===== config.mk =====
export PLATFORM = sky130hd
export DESIGN_NAME = bru_id_resolve
export DESIGN_NICKNAME = d
export VERILOG_FILES = /design/src/rtl/bru_pkg.sv /design/src/rtl/bru_decode.sv /design/src/rtl/bru_operand_fwd.sv /design/src/rtl/bru_hazard.sv /design/src/rtl/bru_targets.sv /design/src/rtl/bru_id_resolve.sv
export SDC_FILE = /design/constraint.sdc
export NUM_CORES = 1
export LEC_CHECK = 0
export ABC_AREA = 1
export BUFFER_PORTS_ARGS = -buffer_cell sky130_fd_sc_hd__buf_4
export CAP_MARGIN = 40
export CELL_PAD_IN_SITES_DETAIL_PLACEMENT = 0
export CELL_PAD_IN_SITES_GLOBAL_PLACEMENT = 1
export CORE_MARGIN = 2
export CORE_UTILIZATION = 29
export DETAILED_ROUTE_END_ITERATION = 8
export PLACE_DENSITY_LB_ADDON = 0.1
export SLEW_MARGIN = 0
export SYNTH_ARGS = -nofsm -noshare
export SYNTH_HDL_FRONTEND = slang
export SYNTH_SLANG_ARGS = --single-unit

===== constraint.sdc =====
create_clock -name vclk -period 4.16
set_clock_uncertainty 0.2 [all_clocks]
set_input_delay 0.832 -clock vclk [all_inputs]
set_output_delay 0.832 -clock vclk [all_outputs]
set_load 0.005 [all_outputs]

===== src/rtl/bru_pkg.sv =====
// Shared encodings for the decode-stage branch resolver.
// Assumes the classic 32-bit fixed-format encoding with a 6-bit major opcode.
package bru_pkg;
    localparam int OPC_W = 6;
    localparam logic [OPC_W-1:0] OPC_JMP = 6'b000010;
    localparam logic [OPC_W-1:0] OPC_BEQ = 6'b000100;
    localparam logic [OPC_W-1:0] OPC_BNE = 6'b000101;

    typedef enum logic [1:0] {
        PCS_SEQ = 2'd0,
        PCS_BR  = 2'd1,
        PCS_JMP = 2'd2
    } pcsel_e;
endpackage


===== src/rtl/bru_decode.sv =====
// Splits the decode-stage instruction into the fields the resolver needs.
// Assumes opcode in the top six bits, rs/rt next, then a 16-bit immediate.
module bru_decode
    import bru_pkg::*;
#(
    parameter int XLEN  = 32,
    parameter int REG_AW = 5
) (
    input  logic [XLEN-1:0]   instr,
    output logic              is_beq,
    output logic              is_bne,
    output logic              is_jmp,
    output logic [REG_AW-1:0] rs,
    output logic [REG_AW-1:0] rt,
    output logic [15:0]       imm,
    output logic [25:0]       jidx
);
    localparam int OPC_LSB = XLEN - OPC_W;
    localparam int RS_LSB  = OPC_LSB - REG_AW;
    localparam int RT_LSB  = RS_LSB - REG_AW;

    logic [OPC_W-1:0] opc;

    // Field extraction and opcode classification
    always_comb begin
        opc    = instr[XLEN-1 -: OPC_W];
        rs     = instr[RS_LSB +: REG_AW];
        rt     = instr[RT_LSB +: REG_AW];
        imm    = instr[15:0];
        jidx   = instr[25:0];
        is_beq = (opc == OPC_BEQ);
        is_bne = (opc == OPC_BNE);
        is_jmp = (opc == OPC_JMP);
    end
endmodule


===== src/rtl/bru_operand_fwd.sv =====
// Picks one compare operand: register-file data, or the EX/MEM ALU result
// when that stage writes the same nonzero register and is not a load.
// Results older than EX/MEM rely on write-before-read in the register file.
module bru_operand_fwd #(
    parameter int XLEN   = 32,
    parameter int REG_AW = 5
) (
    input  logic              is_branch,
    input  logic [REG_AW-1:0] src,
    input  logic [XLEN-1:0]   rf_data,
    input  logic [REG_AW-1:0] exmem_dst,
    input  logic              exmem_wen,
    input  logic              exmem_load,
    input  logic [XLEN-1:0]   exmem_result,
    output logic [XLEN-1:0]   opnd,
    output logic              fwd
);
    // Forward decision and operand mux
    always_comb begin
        fwd  = is_branch && exmem_wen && !exmem_load &&
               (exmem_dst != '0) && (exmem_dst == src);
        opnd = fwd ? exmem_result : rf_data;
    end
endmodule


===== src/rtl/bru_hazard.sv =====
// Detects compare sources that are not yet available to a decode-stage branch:
// an ALU or load result still in EX, or load data still in EX/MEM.
module bru_hazard #(
    parameter int REG_AW = 5
) (
    input  logic              is_branch,
    input  logic [REG_AW-1:0] rs,
    input  logic [REG_AW-1:0] rt,
    input  logic [REG_AW-1:0] idex_dst,
    input  logic              idex_wen,
    input  logic [REG_AW-1:0] exmem_dst,
    input  logic              exmem_wen,
    input  logic              exmem_load,
    output logic              stall
);
    logic ex_hit;
    logic mem_hit;

    // Match either source against the two producing stages
    always_comb begin
        ex_hit  = idex_wen && (idex_dst != '0) &&
                  ((idex_dst == rs) || (idex_dst == rt));
        mem_hit = exmem_wen && exmem_load && (exmem_dst != '0) &&
                  ((exmem_dst == rs) || (exmem_dst == rt));
        stall   = is_branch && (ex_hit || mem_hit);
    end
endmodule


===== src/rtl/bru_targets.sv =====
// Computes both redirect addresses in parallel with the register read.
module bru_targets #(
    parameter int XLEN = 32
) (
    input  logic [XLEN-1:0] pc4,
    input  logic [15:0]     imm,
    input  logic [25:0]     jidx,
    output logic [XLEN-1:0] br_tgt,
    output logic [XLEN-1:0] j_tgt
);
    localparam int SEXT_W = XLEN - 18;

    // Branch: sign-extended word offset; jump: region bits plus word index
    always_comb begin
        br_tgt = pc4 + {{SEXT_W{imm[15]}}, imm, 2'b00};
        j_tgt  = {pc4[XLEN-1 -: 4], jidx, 2'b00};
    end
endmodule


===== src/rtl/bru_id_resolve.sv =====
// Top of the decode-stage branch resolver. Combinational: selects the next PC,
// flushes the fetch/decode register on a redirect, and stalls a branch whose
// compare sources are still in flight. Jumps never stall.
module bru_id_resolve
    import bru_pkg::*;
#(
    parameter int XLEN   = 32,
    parameter int REG_AW = 5
) (
    input  logic [XLEN-1:0]   ifid_instr,
    input  logic [XLEN-1:0]   ifid_pc4,
    input  logic [XLEN-1:0]   rf_data_a,
    input  logic [XLEN-1:0]   rf_data_b,
    input  logic [REG_AW-1:0] idex_dst,
    input  logic              idex_wen,
    input  logic [REG_AW-1:0] exmem_dst,
    input  logic              exmem_wen,
    input  logic              exmem_load,
    input  logic [XLEN-1:0]   exmem_result,
    output logic [1:0]        pc_sel,
    output logic [XLEN-1:0]   branch_target,
    output logic [XLEN-1:0]   jump_target,
    output logic              fetch_flush,
    output logic              stall,
    output logic              fwd_a,
    output logic              fwd_b
);
    localparam int NSRC = 2;

    logic              is_beq, is_bne, is_jmp, is_branch;
    logic [REG_AW-1:0] rs, rt;
    logic [15:0]       imm;
    logic [25:0]       jidx;
    logic [NSRC-1:0][REG_AW-1:0] src_idx;
    logic [NSRC-1:0][XLEN-1:0]   src_rf;
    logic [NSRC-1:0][XLEN-1:0]   src_val;
    logic [NSRC-1:0]             src_fwd;
    logic              taken;
    pcsel_e            sel;

    bru_decode #(.XLEN(XLEN), .REG_AW(REG_AW)) u_dec (
        .instr(ifid_instr), .is_beq(is_beq), .is_bne(is_bne), .is_jmp(is_jmp),
        .rs(rs), .rt(rt), .imm(imm), .jidx(jidx)
    );

    // Group the two compare sources for the replicated forwarding muxes
    always_comb begin
        is_branch  = is_beq || is_bne;
        src_idx[0] = rs;
        src_idx[1] = rt;
        src_rf[0]  = rf_data_a;
        src_rf[1]  = rf_data_b;
    end

    for (genvar g = 0; g < NSRC; g++) begin : g_src
        bru_operand_fwd #(.XLEN(XLEN), .REG_AW(REG_AW)) u_fwd (
            .is_branch(is_branch), .src(src_idx[g]), .rf_data(src_rf[g]),
            .exmem_dst(exmem_dst), .exmem_wen(exmem_wen),
            .exmem_load(exmem_load), .exmem_result(exmem_result),
            .opnd(src_val[g]), .fwd(src_fwd[g])
        );
    end

    bru_hazard #(.REG_AW(REG_AW)) u_haz (
        .is_branch(is_branch), .rs(rs), .rt(rt),
        .idex_dst(idex_dst), .idex_wen(idex_wen),
        .exmem_dst(exmem_dst), .exmem_wen(exmem_wen),
        .exmem_load(exmem_load), .stall(stall)
    );

    bru_targets #(.XLEN(XLEN)) u_tgt (
        .pc4(ifid_pc4), .imm(imm), .jidx(jidx),
        .br_tgt(branch_target), .j_tgt(jump_target)
    );

    // Branch outcome and next-PC select; a stalled branch stays sequential
    always_comb begin
        taken = (is_beq && (src_val[0] == src_val[1])) ||
                (is_bne && (src_val[0] != src_val[1]));
        if (is_jmp)
            sel = PCS_JMP;
        else if (taken && !stall)
            sel = PCS_BR;
        else
            sel = PCS_SEQ;
        pc_sel      = sel;
        fetch_flush = (sel != PCS_SEQ);
        fwd_a       = src_fwd[0];
        fwd_b       = src_fwd[1];
    end
endmodule


======== Word-level counts from Yosys, hierarchy flattened ========
Cells that the tools add are included.
word-level totals
  bits in registers ....................... 0
  bits in latches ......................... 0
  memory bits (writable) .................. 0
  memory bits (read-only) ................. 0
  input bits .............................. 173
  output and inout bits ................... 70
  word-level logic and storage cells ...... 38
  memories kept ........................... 0
cells by class
  $add $sub $neg .......................... 1
  multipliers ............................. 0
  div/mod/pow operators ................... 0
  $lt $le $gt $ge ......................... 0
  equal/unequal tests ..................... 9
  shifts and indexed selects .............. 0
  muxes and demuxes ....................... 4
  bitwise operators ....................... 0
  reductions and logical operators ........ 24
operators by type and width
  kind                                                 count
  2-to-1 mux 32 bit                                    2
  adder 32 bit                                         1
  equality test 32 bit                                 1
  != test 32 bit                                       1
  equality test 5 bit                                  4
  logical AND 1 bit                                    14
  equality test 6 x 3 -> 1 bit, second input constant  2
  nonzero test 5 bit                                   2
  equality test 6 x 2 -> 1 bit, second input constant  1
  logical OR 1 bit                                     5
  zero test 1 bit                                      2
  2-to-1 mux 2 bit                                     1
  nonzero test 2 bit                                   1
  2-to-1 mux 1 bit                                     1

======== Longest topological paths before layout ========
Gate-level depths: netlist of the first run.
  word-level depth ........................ 14
  depth in mapped cells ................... 21
  gate-level depth less buffers ........... 20

======== By module ========
From an unflattened synthesis of the first run, not the netlist that was laid out.
second synthesis, totals
  cells, all modules ...................... 1,042
  area total of the unflattened synthesis .. 5,251.3 um^2
by module, submodules not included
  module           instances  cells an instance  area an instance (um^2)  sequential area each (um^2)
  bru_targets      1          479                2,492.4                  0.0
  bru_operand_fwd  2          130                630.6                    0.0
  bru_id_resolve   1          148                669.4                    0.0
  bru_decode       1          64                 439.2                    0.0
  bru_hazard       1          91                 389.1                    0.0

======== Least setup slack after synthesis of the first run ========
Ideal clock, no wire load.
  path kind ............................... input -> output
  start point ............................. in ifid_instr[0]
  end point ............................... out branch_target[28]
  arrival ................................. 2.798 ns
  data required time ...................... 3.128 ns
  slack ................................... 0.330 ns
  stages on the path ...................... 15
  buffers on the path ..................... 0
  path through ............................ ha_1 > inv_1 > fa_1 > o21ai_0 > nand2_1 > nand3_1 > nand3_1 > nand2_1 > nand2_1 > nand2_1 > a21oi_1 > o21ai_0 > nand2_1 > nand2_1 > xor2_1
between the ends
  cells in the longest elaborated chain, start to end .. 1
RTL lines
  item                line                  source
  start: declaration  bru_id_resolve.sv:10  input logic [XLEN-1:0] ifid_instr,
  adder 32 bit        bru_targets.sv:15     br_tgt = pc4 + {{SEXT_W{imm[15]}}, imm, 2'b00};
  end: declaration    bru_id_resolve.sv:21  output logic [XLEN-1:0] branch_target,
No other way between the ends.

======== Worst setup path after layout of the first run ========
  start point ............................. in ifid_instr[31]
  end point ............................... out fetch_flush
between the ends
  cells in the longest elaborated chain, start to end .. 14
  elaborated cells on any way between the ends .. 22
  those cells by class .................... eq/ne (5); mux (4); reduce/logical (13)
RTL lines
  item                                                    line                                        source
  equality test 6 x 3 -> 1 bit, on equally long branches  bru_decode.sv:31, bru_decode.sv:32
  logical OR 1 bit                                        bru_id_resolve.sv:48                        is_branch = is_beq || is_bne;
  logical AND 1 bit (3 in a row)                          bru_operand_fwd.sv:20                       fwd = is_branch && exmem_wen && !exmem_load &&
  logical AND 1 bit                                       bru_operand_fwd.sv:21                       (exmem_dst != '0) && (exmem_dst == src);
  2-to-1 mux 32 bit                                       bru_operand_fwd.sv:22                       opnd = fwd ? exmem_result : rf_data;
  equality test 32 bit or != test 32 bit (tied branches)  bru_id_resolve.sv:78, bru_id_resolve.sv:79
  logical AND 1 bit, on equally long branches             bru_id_resolve.sv:78, bru_id_resolve.sv:79
  logical OR 1 bit                                        bru_id_resolve.sv:78                        taken = (is_beq && (src_val[0] == src_val[1])) ||
  logical AND 1 bit                                       bru_id_resolve.sv:82                        else if (taken && !stall)
  2-to-1 mux 1 bit                                        bru_id_resolve.sv:82
  2-to-1 mux 2 bit (*)                                    bru_id_resolve.sv:80                        if (is_jmp)
  nonzero test 2 bit (*)                                  bru_id_resolve.sv:87                        fetch_flush = (sel != PCS_SEQ);
  end: declaration                                        bru_id_resolve.sv:23                        output logic fetch_flush,
Mark *: on every way between the ends. The rest lies on a longest branch, timed or not.

==> impl_metrics.csv, run 1 <==
group,metric,value,unit
setup_path,max_stage_delay,0.26,ns
final_layout,seq_area,0,µm²
final_layout,stdcell_count,1400,
outcome,status,"complete, no violations",
power,power_switching,345,µW
synth,synthCells,991,
global_route,grt_pass1_vias,5766,
floorplanning,core,15900,µm²
floorplanning,rows,46,
placed_design,hpwl,13600,µm
drt,drtPass1Iterations,5,
timing,min_period,3.95,ns
timing,fmax,253,MHz
synth,synth_top_area_frac,0.349,
synth,yosysMostFrequentCell,"nand2_1",
floorplanning,start_util,0.298,
synth,ys_types,40,
placed_design,io_buffer_count,237,
drt,drc,0,
power,pwr-share-comb,1.000,
drt,routed_via_density,4.44,
placed_design,placed_cells,1400,
power,internal_power,362,µW
synth,synth_area,4750,µm²
power,p_sw_frac,0.488,
global_route,antenna_found_initial,0,
final_layout,n_clock_buffer,0,
global_route,grt_max_degree,54,
setup_path,critical_path.top_delay_family,"simple AND/OR/NAND/NOR gates",
run,cap_viol_max_count,0,
setup_path,worstPathCellList,"buf_4, nor2_2, nand4_2, nor2_4, nand2_2, buf_12, nand2_1, nand2_1, nand2_1, nand2_1, inv_1, nand2_1, nor2_1, nand2_1, nor2_1, nand3_1, nand3_1, nand2_1, buf_4",
final_layout,seq_cell_count,0,
synth,synthTopCellsByCount,"441 x nand2_1, 155 x inv_1, 114 x nand3_1, 47 x nor2_1, 43 x buf_4",
synth,synth.area.top_cells,"nand2_1 35%, inv_1 12%, nand3_1 12%",
setup_path,slowest_stage,"nor2_4",
setup_path,required,3.13,ns
power,power_frac_seq,0,
drt,wl_per_cell,11.6,µm
final_layout,area_delta_synth_final,39.1,%
hold_path,min_path_type,"input pin to output pin",
drt,num_vias,6220,
timing,finalSetupViolations,0,
setup_path,crit_top_cell,"nand2_1",
synth,yosysTopAreaCell,"nand2_1",
power,ir_worst_vdd,43.2,µV
global_route,overflow,0,
global_route,grt_usage,0.178,
power,power.density,107,nW/µm²
final_layout,diodes,0,
drt,ant_nets,0,
floorplanning,pin_count,243,
setup_path,worstPathMaxFanout,25,
power,clock_power_share,0,
setup_path,worst_setup_path_start_kind,"input pin",
final_layout,final_layout_size_suffix_gt1_frac,0.233,
power,power,707,µW
setup_path,path_buf_inv,4,
setup_path,critPathArrivalTime,2.92,ns
synth,ys_seq_area_frac,0,
synth,avgSynthCellArea,4.79,µm²
floorplanning,die-height,132,µm
drt,drt_wl_total,16300,µm
placed_design,place_area,6590,µm²
timing,slew_viol_final,0,
setup_path,end_kind,"output pin",
floorplanning,dieArea,17400,µm²
drt,drtIter0Drc,212,
synth,ys_warn_count,0,
timing,hold_violations,0,
timing,period_share,0.951,
timing,tns,0,ns
final_layout,stdcell_area,6600,µm²
final_layout,finalNetCount,1389,
final_layout,nFillCells,1868,
setup_path,path_class,"input pin to output pin",
placed_design,gp_congestion,0.868,
floorplanning,die_w,132,µm
power,p_leak,4.18,nW
global_route,grt_pass1_wl,26900,µm
==> placed cells by master (no fill, tap or decap), types with 7 or more instances in the layout <==
cell / n
buf_4: 253
o21ai_1: 12
xor2_1: 22
o21ai_0: 14
ha_1: 29
xnor2_1: 10
nor2_1: 45
nand3_1: 114
a21oi_1: 30
inv_1: 155
buf_12: 7
nand2_1: 439
==> logic make-up after synthesis <==
logic type	synth area share
AND/OR/NAND/NOR	0.535
buffers and inverters	0.230
AO/OA/AOI/OAI	0.0954
XOR/XNOR	0.0590
adder cells (fa/ha/maj)	0.0807
other	0.000790
==> layer usage <==
layer / up-vias / part of all wire / routed length, µm / track usage
met4: 0 / 0.0055 / 89 / 0.00845
met5: - / 0 / 0 / 0
li1: 3398 / - / - / -
met3: 4 / 0.058 / 948 / 0.0208
met1: 2641 / 0.45 / 7300 / 0.228
met2: 177 / 0.49 / 7920 / 0.334
==> power by group through the flow <==
stage / registers [mW] / logic [mW] / clock network (mW)
global route: 0 / 0.795 / 0
CTS: 0 / 0.713 / 0
floorplan: 0 / 0.363 / 0
global placement: 0 / 0.712 / 0
finish: 0 / 0.707 / 0
detailed placement: 0 / 0.711 / 0
==> cell type report <==
cell class / count / area (µm²) / area share
inverter: 162 / 608 / 0.0921
multi-input combinational: 762 / 3680 / 0.558
timing repair buffer: 260 / 2040 / 0.309
tap: 216 / 270 / 0.0409
==> worst paths after layout <==
path / from / slack (ns) / to / depth (start not counted)
min: ifid_pc4[0] / 1.46 / branch_target[0] / 0
max: ifid_instr[31] / 0.21 / fetch_flush / 19
==> per-stage QoR <==
step	utilization	hold slack [ns]	worst slack [ns]
2_1_floorplan	-	1.54	0.330
3_3_place_gp	0.413	1.46	0.0210
3_5_place_dp	0.413	1.46	0.00981
4_1_cts	0.413	1.46	0.0120
5_1_grt	0.414	1.46	-0.0267
6_report	0.414	1.46	0.206
==> what timing repair did <==
action / in CTS / in global routing
resized for setup: 0 / 11
hold buffers: 0 / 0
buffers inserted: 0 / 0
endpoints found under the setup margin: 0 / 8
Note: power is estimated with default switching activity, not from simulation.
==> run 2, diff against run 1 <==
ABC_AREA = default   (was 1)
==> impl_metrics.csv, run 2 <==
group,metric,value,unit
drt,num_vias,4866,
final_layout,nFillCells,1150,
setup_path,required,3.13,ns
drt,drc,0,
floorplanning,die_w,114,µm
timing,worst_slack,-0.743,ns
drt,drtPass1Iterations,5,
floorplanning,die-height,114,µm
drt,wl_per_cell,15.3,µm
timing,finalSetupViolations,5,
final_layout,layout_common_cells,"306 x buf_4, 59 x xnor2_1, 30 x o21ai_0",
final_layout,final_common_cell,"buf_4",
final_layout,diodes,0,
global_route,grt_max_degree,47,
synth,synth_area,3510,µm²
timing,hold_violations,0,
placed_design,place_area,5650,µm²
timing,tns,-1.62,ns
synth,synth-simple-area-share,0.192,
floorplanning,core,11900,µm²
setup_path,worst_setup_path_start_kind,"input pin",
power,ir_worst_vdd,55.9,µV
floorplanning,dieArea,13000,µm²
outcome,status,"finished with violations",
final_layout,stdcell_area,6300,µm²
synth,synth_top_family_by_area,"compound AO/OA/AOI/OAI gates",
final_layout,finalNetCount,974,
drt,ant_nets,0,
drt,drtIter0Drc,236,
synth,synthXorXnorAreaFrac,0.195,
synth,synthMuxAreaShare,0.00570,
synth,synthCells,497,
floorplanning,pin_count,243,
drt,drt_wl_total,14000,µm
final_layout,seq_area,0,µm²
setup_path,worstPathMaxFanout,22,
synth,ys_warn_count,0,
synth,avgSynthCellArea,7.07,µm²
timing,period_share,1.18,
power,power.density,118,nW/µm²
timing,min_period,4.90,ns
timing,fmax,204,MHz
final_layout,area_delta_synth_final,79.4,%
synth,ys_seq_area_frac,0,
final_layout,final_layout_size_suffix_gt1_frac,0.515,
final_layout,n_clock_buffer,0,
global_route,grt_usage,0.193,
final_layout,seq_cell_count,0,
timing,slew_viol_final,0,
setup_path,path_class,"input pin to output pin",
floorplanning,rows,40,
final_layout,multiInputGateArea,3520,µm²
synth,synthTopCellsByCount,"59 x xnor2_1, 48 x o21ai_0, 35 x buf_4, 31 x a21oi_1, 29 x ha_1",
hold_path,min_path_type,"input pin to output pin",
synth,yosys.area_share.adder,0.109,
synth,synth.area.top_cells,"xnor2_1 15%, ha_1 10%, buf_4 7.5%",
setup_path,critPathArrivalTime,3.87,ns
global_route,overflow,0,
drt,routed_via_density,5.31,
synth,ys_types,58,
synth,yosysMostFrequentCell,"xnor2_1",
run,cap_viol_max_count,0,
floorplanning,start_util,0.295,
global_route,grt_pass1_wl,21300,µm
placed_design,hpwl,11000,µm
global_route,antenna_found_initial,0,
synth,yosysTopAreaCell,"xnor2_1",
power,p_leak,2.87,nW
placed_design,gp_congestion,0.834,
synth,synth_top_area_frac,0.147,
outcome,violations,"setup timing",
synth,synth_compound_area_frac,0.380,
setup_path,end_kind,"output pin",
placed_design,io_buffer_count,237,
global_route,grt_pass1_vias,4623,
timing,rsz0062_at_grt,"true",
==> run 2: repair_timing <==
| item | CTS | global route |
|---|---|---|
| endpoints found under the setup margin | 14 | 14 |
| pin swaps | 43 | 44 |
| resized for setup | 70 | 60 |
| cloned | 0 | 0 |
| setup buffers | 16 | 8 |
| hold buffers | 0 | 0 |
==> run 2: metrics by stage <==
step / cells / hold WS, ns / utilization / power (mW) / setup WS [ns]
floorplan: 498 / 1.54 / - / 0.302 / -0.187
global placement: 896 / 1.46 / 0.474 / 0.662 / -0.882
detailed placement: 896 / 1.46 / 0.474 / 0.670 / -0.849
CTS: 911 / 1.46 / 0.507 / 0.720 / -0.687
global route: 916 / 1.46 / 0.529 / 0.812 / -0.870
finish: 916 / 1.46 / 0.529 / 0.745 / -0.743
==> run 2: critical path, cell delays in order <==
cell	delay, ns
buf_4	0.11
or3_4	0.38
or4b_4	0.54
nor4_4	0.28
buf_12	0.17
nor2_2	0.05
buf_8	0.17
a311oi_2	0.30
o311ai_4	0.15
nand4_1	0.18
nor4_2	0.08
nand4_1	0.15
xor2_1	0.23
o21bai_2	0.09
buf_4	0.13
==> run 2: cells by family after synthesis <==
logic type,count (synthesis)
compound gates,197
xor+xnor,78
fa+ha+maj,30
buf+inv,66
mux,2
other cells,1
simple gates,123
==> run 2: final timing paths <==
kind,start,end,slack [ns],cells after the start
max,ifid_instr[31],fetch_flush,-0.74,15
min,ifid_pc4[1],branch_target[1],1.46,0
==> run 2: layout make-up <==
type | count | area share
inverter | 11 | 0.00655
multi-input combinational | 432 | 0.558
tap | 147 | 0.0292
timing repair buffer | 326 | 0.406
==> run 2: layer usage <==
layer / global-route usage / wire length [µm] / share of wire
met5: 0 / 0 / 0
met3: 0.0106 / 840 / 0.060
met1: 0.237 / 5690 / 0.41
met2: 0.382 / 7330 / 0.52
met4: 0.0130 / 114 / 0.0082
==> run 2: where the power goes <==
part | switching, mW | internal, mW | total, mW | leakage [nW]
registers | 0 | 0 | 0 | 0
logic | 0.310 | 0.435 | 0.745 | 2.87
clock network | 0 | 0 | 0 | 0
total | 0.310 | 0.435 | 0.745 | 2.87
==> run 3, diff against run 2 <==
CELL_PAD_IN_SITES_DETAIL_PLACEMENT = default   (was 0)
CELL_PAD_IN_SITES_GLOBAL_PLACEMENT = default   (was 1)
CORE_UTILIZATION = 35   (was 29)
PLACE_DENSITY = 0.7   (was default)
PLACE_DENSITY_LB_ADDON = default   (was 0.1)
SLEW_MARGIN = 20   (was 0)
==> impl_metrics.csv, run 3 (synthesis gave the netlist of run 2 again) <==
group,metric,value,unit
setup_path,worstPathMaxFanout,6,
drt,ant_nets,0,
power,p_leak,2.98,nW
drt,drtIter0Drc,149,
clock_network,ctsHoldBuffers,0,
final_layout,seq_cell_count,0,
placed_design,hpwl,11100,µm
floorplanning,dieArea,10900,µm²
global_route,grt_usage,0.241,
final_layout,finalNetCount,984,
setup_path,required,3.13,ns
global_route,antenna_found_initial,0,
global_route,overflow,0,
final_layout,n_clock_buffer,0,
final_layout,area_delta_synth_final,88.4,%
power,power.density,119,nW/µm²
timing,fmax,205,MHz
timing,worst_slack,-0.721,ns
hold_path,worstHoldPathCells,0,
hold_path,min_path_type,"input pin to output pin",
setup_path,end_kind,"output pin",
drt,routed_via_density,5.47,
placed_design,io_buffer_count,237,
floorplanning,start_util,0.359,
floorplanning,die-height,104,µm
placed_design,gp_congestion,0.908,
final_layout,diodes,0,
setup_path,critPathArrivalTime,3.85,ns
setup_path,worst_setup_path_start_kind,"input pin",
drt,drtPass1Iterations,4,
timing,finalSetupViolations,4,
setup_path,worstPathCellList,"buf_4, or3_4, or4b_4, nor4_4, buf_4, or2_4, buf_16, o22a_1, o21ai_1, a21oi_1, a2111oi_4, buf_4, nand4_1, xor2_2, o21bai_2, buf_4",
final_layout,stdcell_area,6620,µm²
setup_path,slowest_stage,"or4b_4",
floorplanning,rows,36,
setup_path,crit_top_cell,"buf_4",
timing,period_share,1.17,
setup_path,path_buf_inv,5,
final_layout,seq_area,0,µm²
outcome,violations,"setup timing",
power,ir_worst_vdd,63.5,µV
final_layout,fin_util,0.677,
timing,slew_viol_final,0,
timing,rsz0062_at_grt,"true",
placed_design,place_area,5650,µm²
drt,drt_wl_total,14800,µm
global_route,grt_pass1_wl,22700,µm
global_route,grt_pass1_vias,4915,
timing,hold_violations,0,
global_route,grt_max_degree,33,
final_layout,final_common_cell,"buf_4",
hold_path,holdPathEnd,"branch_target[0]",
final_layout,final_layout_size_suffix_gt1_frac,0.525,
drt,num_vias,4991,
floorplanning,pin_count,243,
outcome,status,"finished with violations",
floorplanning,die_w,104,µm
drt,drc,0,
drt,wl_per_cell,16.2,µm
setup_path,critical_path.top_delay_family,"simple AND/OR/NAND/NOR gates",
setup_path,path_class,"input pin to output pin",
run,cap_viol_max_count,0,
final_layout,layout_common_cells,"302 x buf_4, 58 x xnor2_1, 31 x o21ai_0",
timing,min_period,4.88,ns
hold_path,hp-start,"ifid_pc4[0]",
floorplanning,core,9770,µm²
setup_path,max_stage_delay,0.54,ns
## run 3: cell types whose count changed in the layout (fill, tap and decap cells not counted), sizes merged
cell,change
buf,+9
clkbuf,+1
## run 3: worst max path at each step
stage | start | end | slack, ns | cells past startpoint
final | ifid_instr[31] | fetch_flush | -0.72 | 16
after global routing | exmem_dst[1] | fetch_flush | -0.87 | 17
after CTS | exmem_dst[1] | fetch_flush | -0.69 | 16
after detailed placement | exmem_dst[1] | fetch_flush | -0.89 | 16
after global placement | exmem_dst[1] | fetch_flush | -0.82 | 15
after floorplan | exmem_dst[1] | fetch_flush | -0.19 | 13
## run 3: area by class of cell
cell class	count	area [µm²]
multi-input cells	432	3650
fillers	814	3160
repair buffers	336	2760
well taps	133	166
inverters	11	41.3
## run 3: routing by layer
metal | vias up | GRT usage | routed length (µm)
li1 | 2456 | - | -
met1 | 2319 | 0.270 | 5560
met2 | 192 | 0.493 | 8310
met3 | 24 | 0.0132 | 659
met4 | 0 | 0.0483 | 282
met5 | - | 0 | 0
## run 3: metrics by stage
step	setup WS, ns	cells	power, mW	hold slack, ns	TNS [ns]
after global routing	-0.868	912	0.849	1.46	-2.77
after global placement	-0.823	882	0.662	1.46	-4.32
after floorplan	-0.187	498	0.302	1.54	-0.368
after CTS	-0.688	900	0.728	1.46	-1.44
after detailed placement	-0.892	882	0.676	1.46	-4.61
final	-0.721	912	0.789	1.46	-1.51
## run 3: where the power goes
group	total (mW)	internal, mW	switching (mW)
Clock	0	0	0
Combinational	0.789	0.452	0.337
Sequential	0	0	0
Total	0.789	0.452	0.337
## run 3: repair_timing
action | 4_1_cts | 5_1_grt
hold endpoints to repair | 0 | 0
endpoints found under the setup margin | 13 | 13
gates resized for setup | 74 | 78
gates cloned | 3 | 1
pin swaps | 34 | 58
buffers inserted | 17 | 15
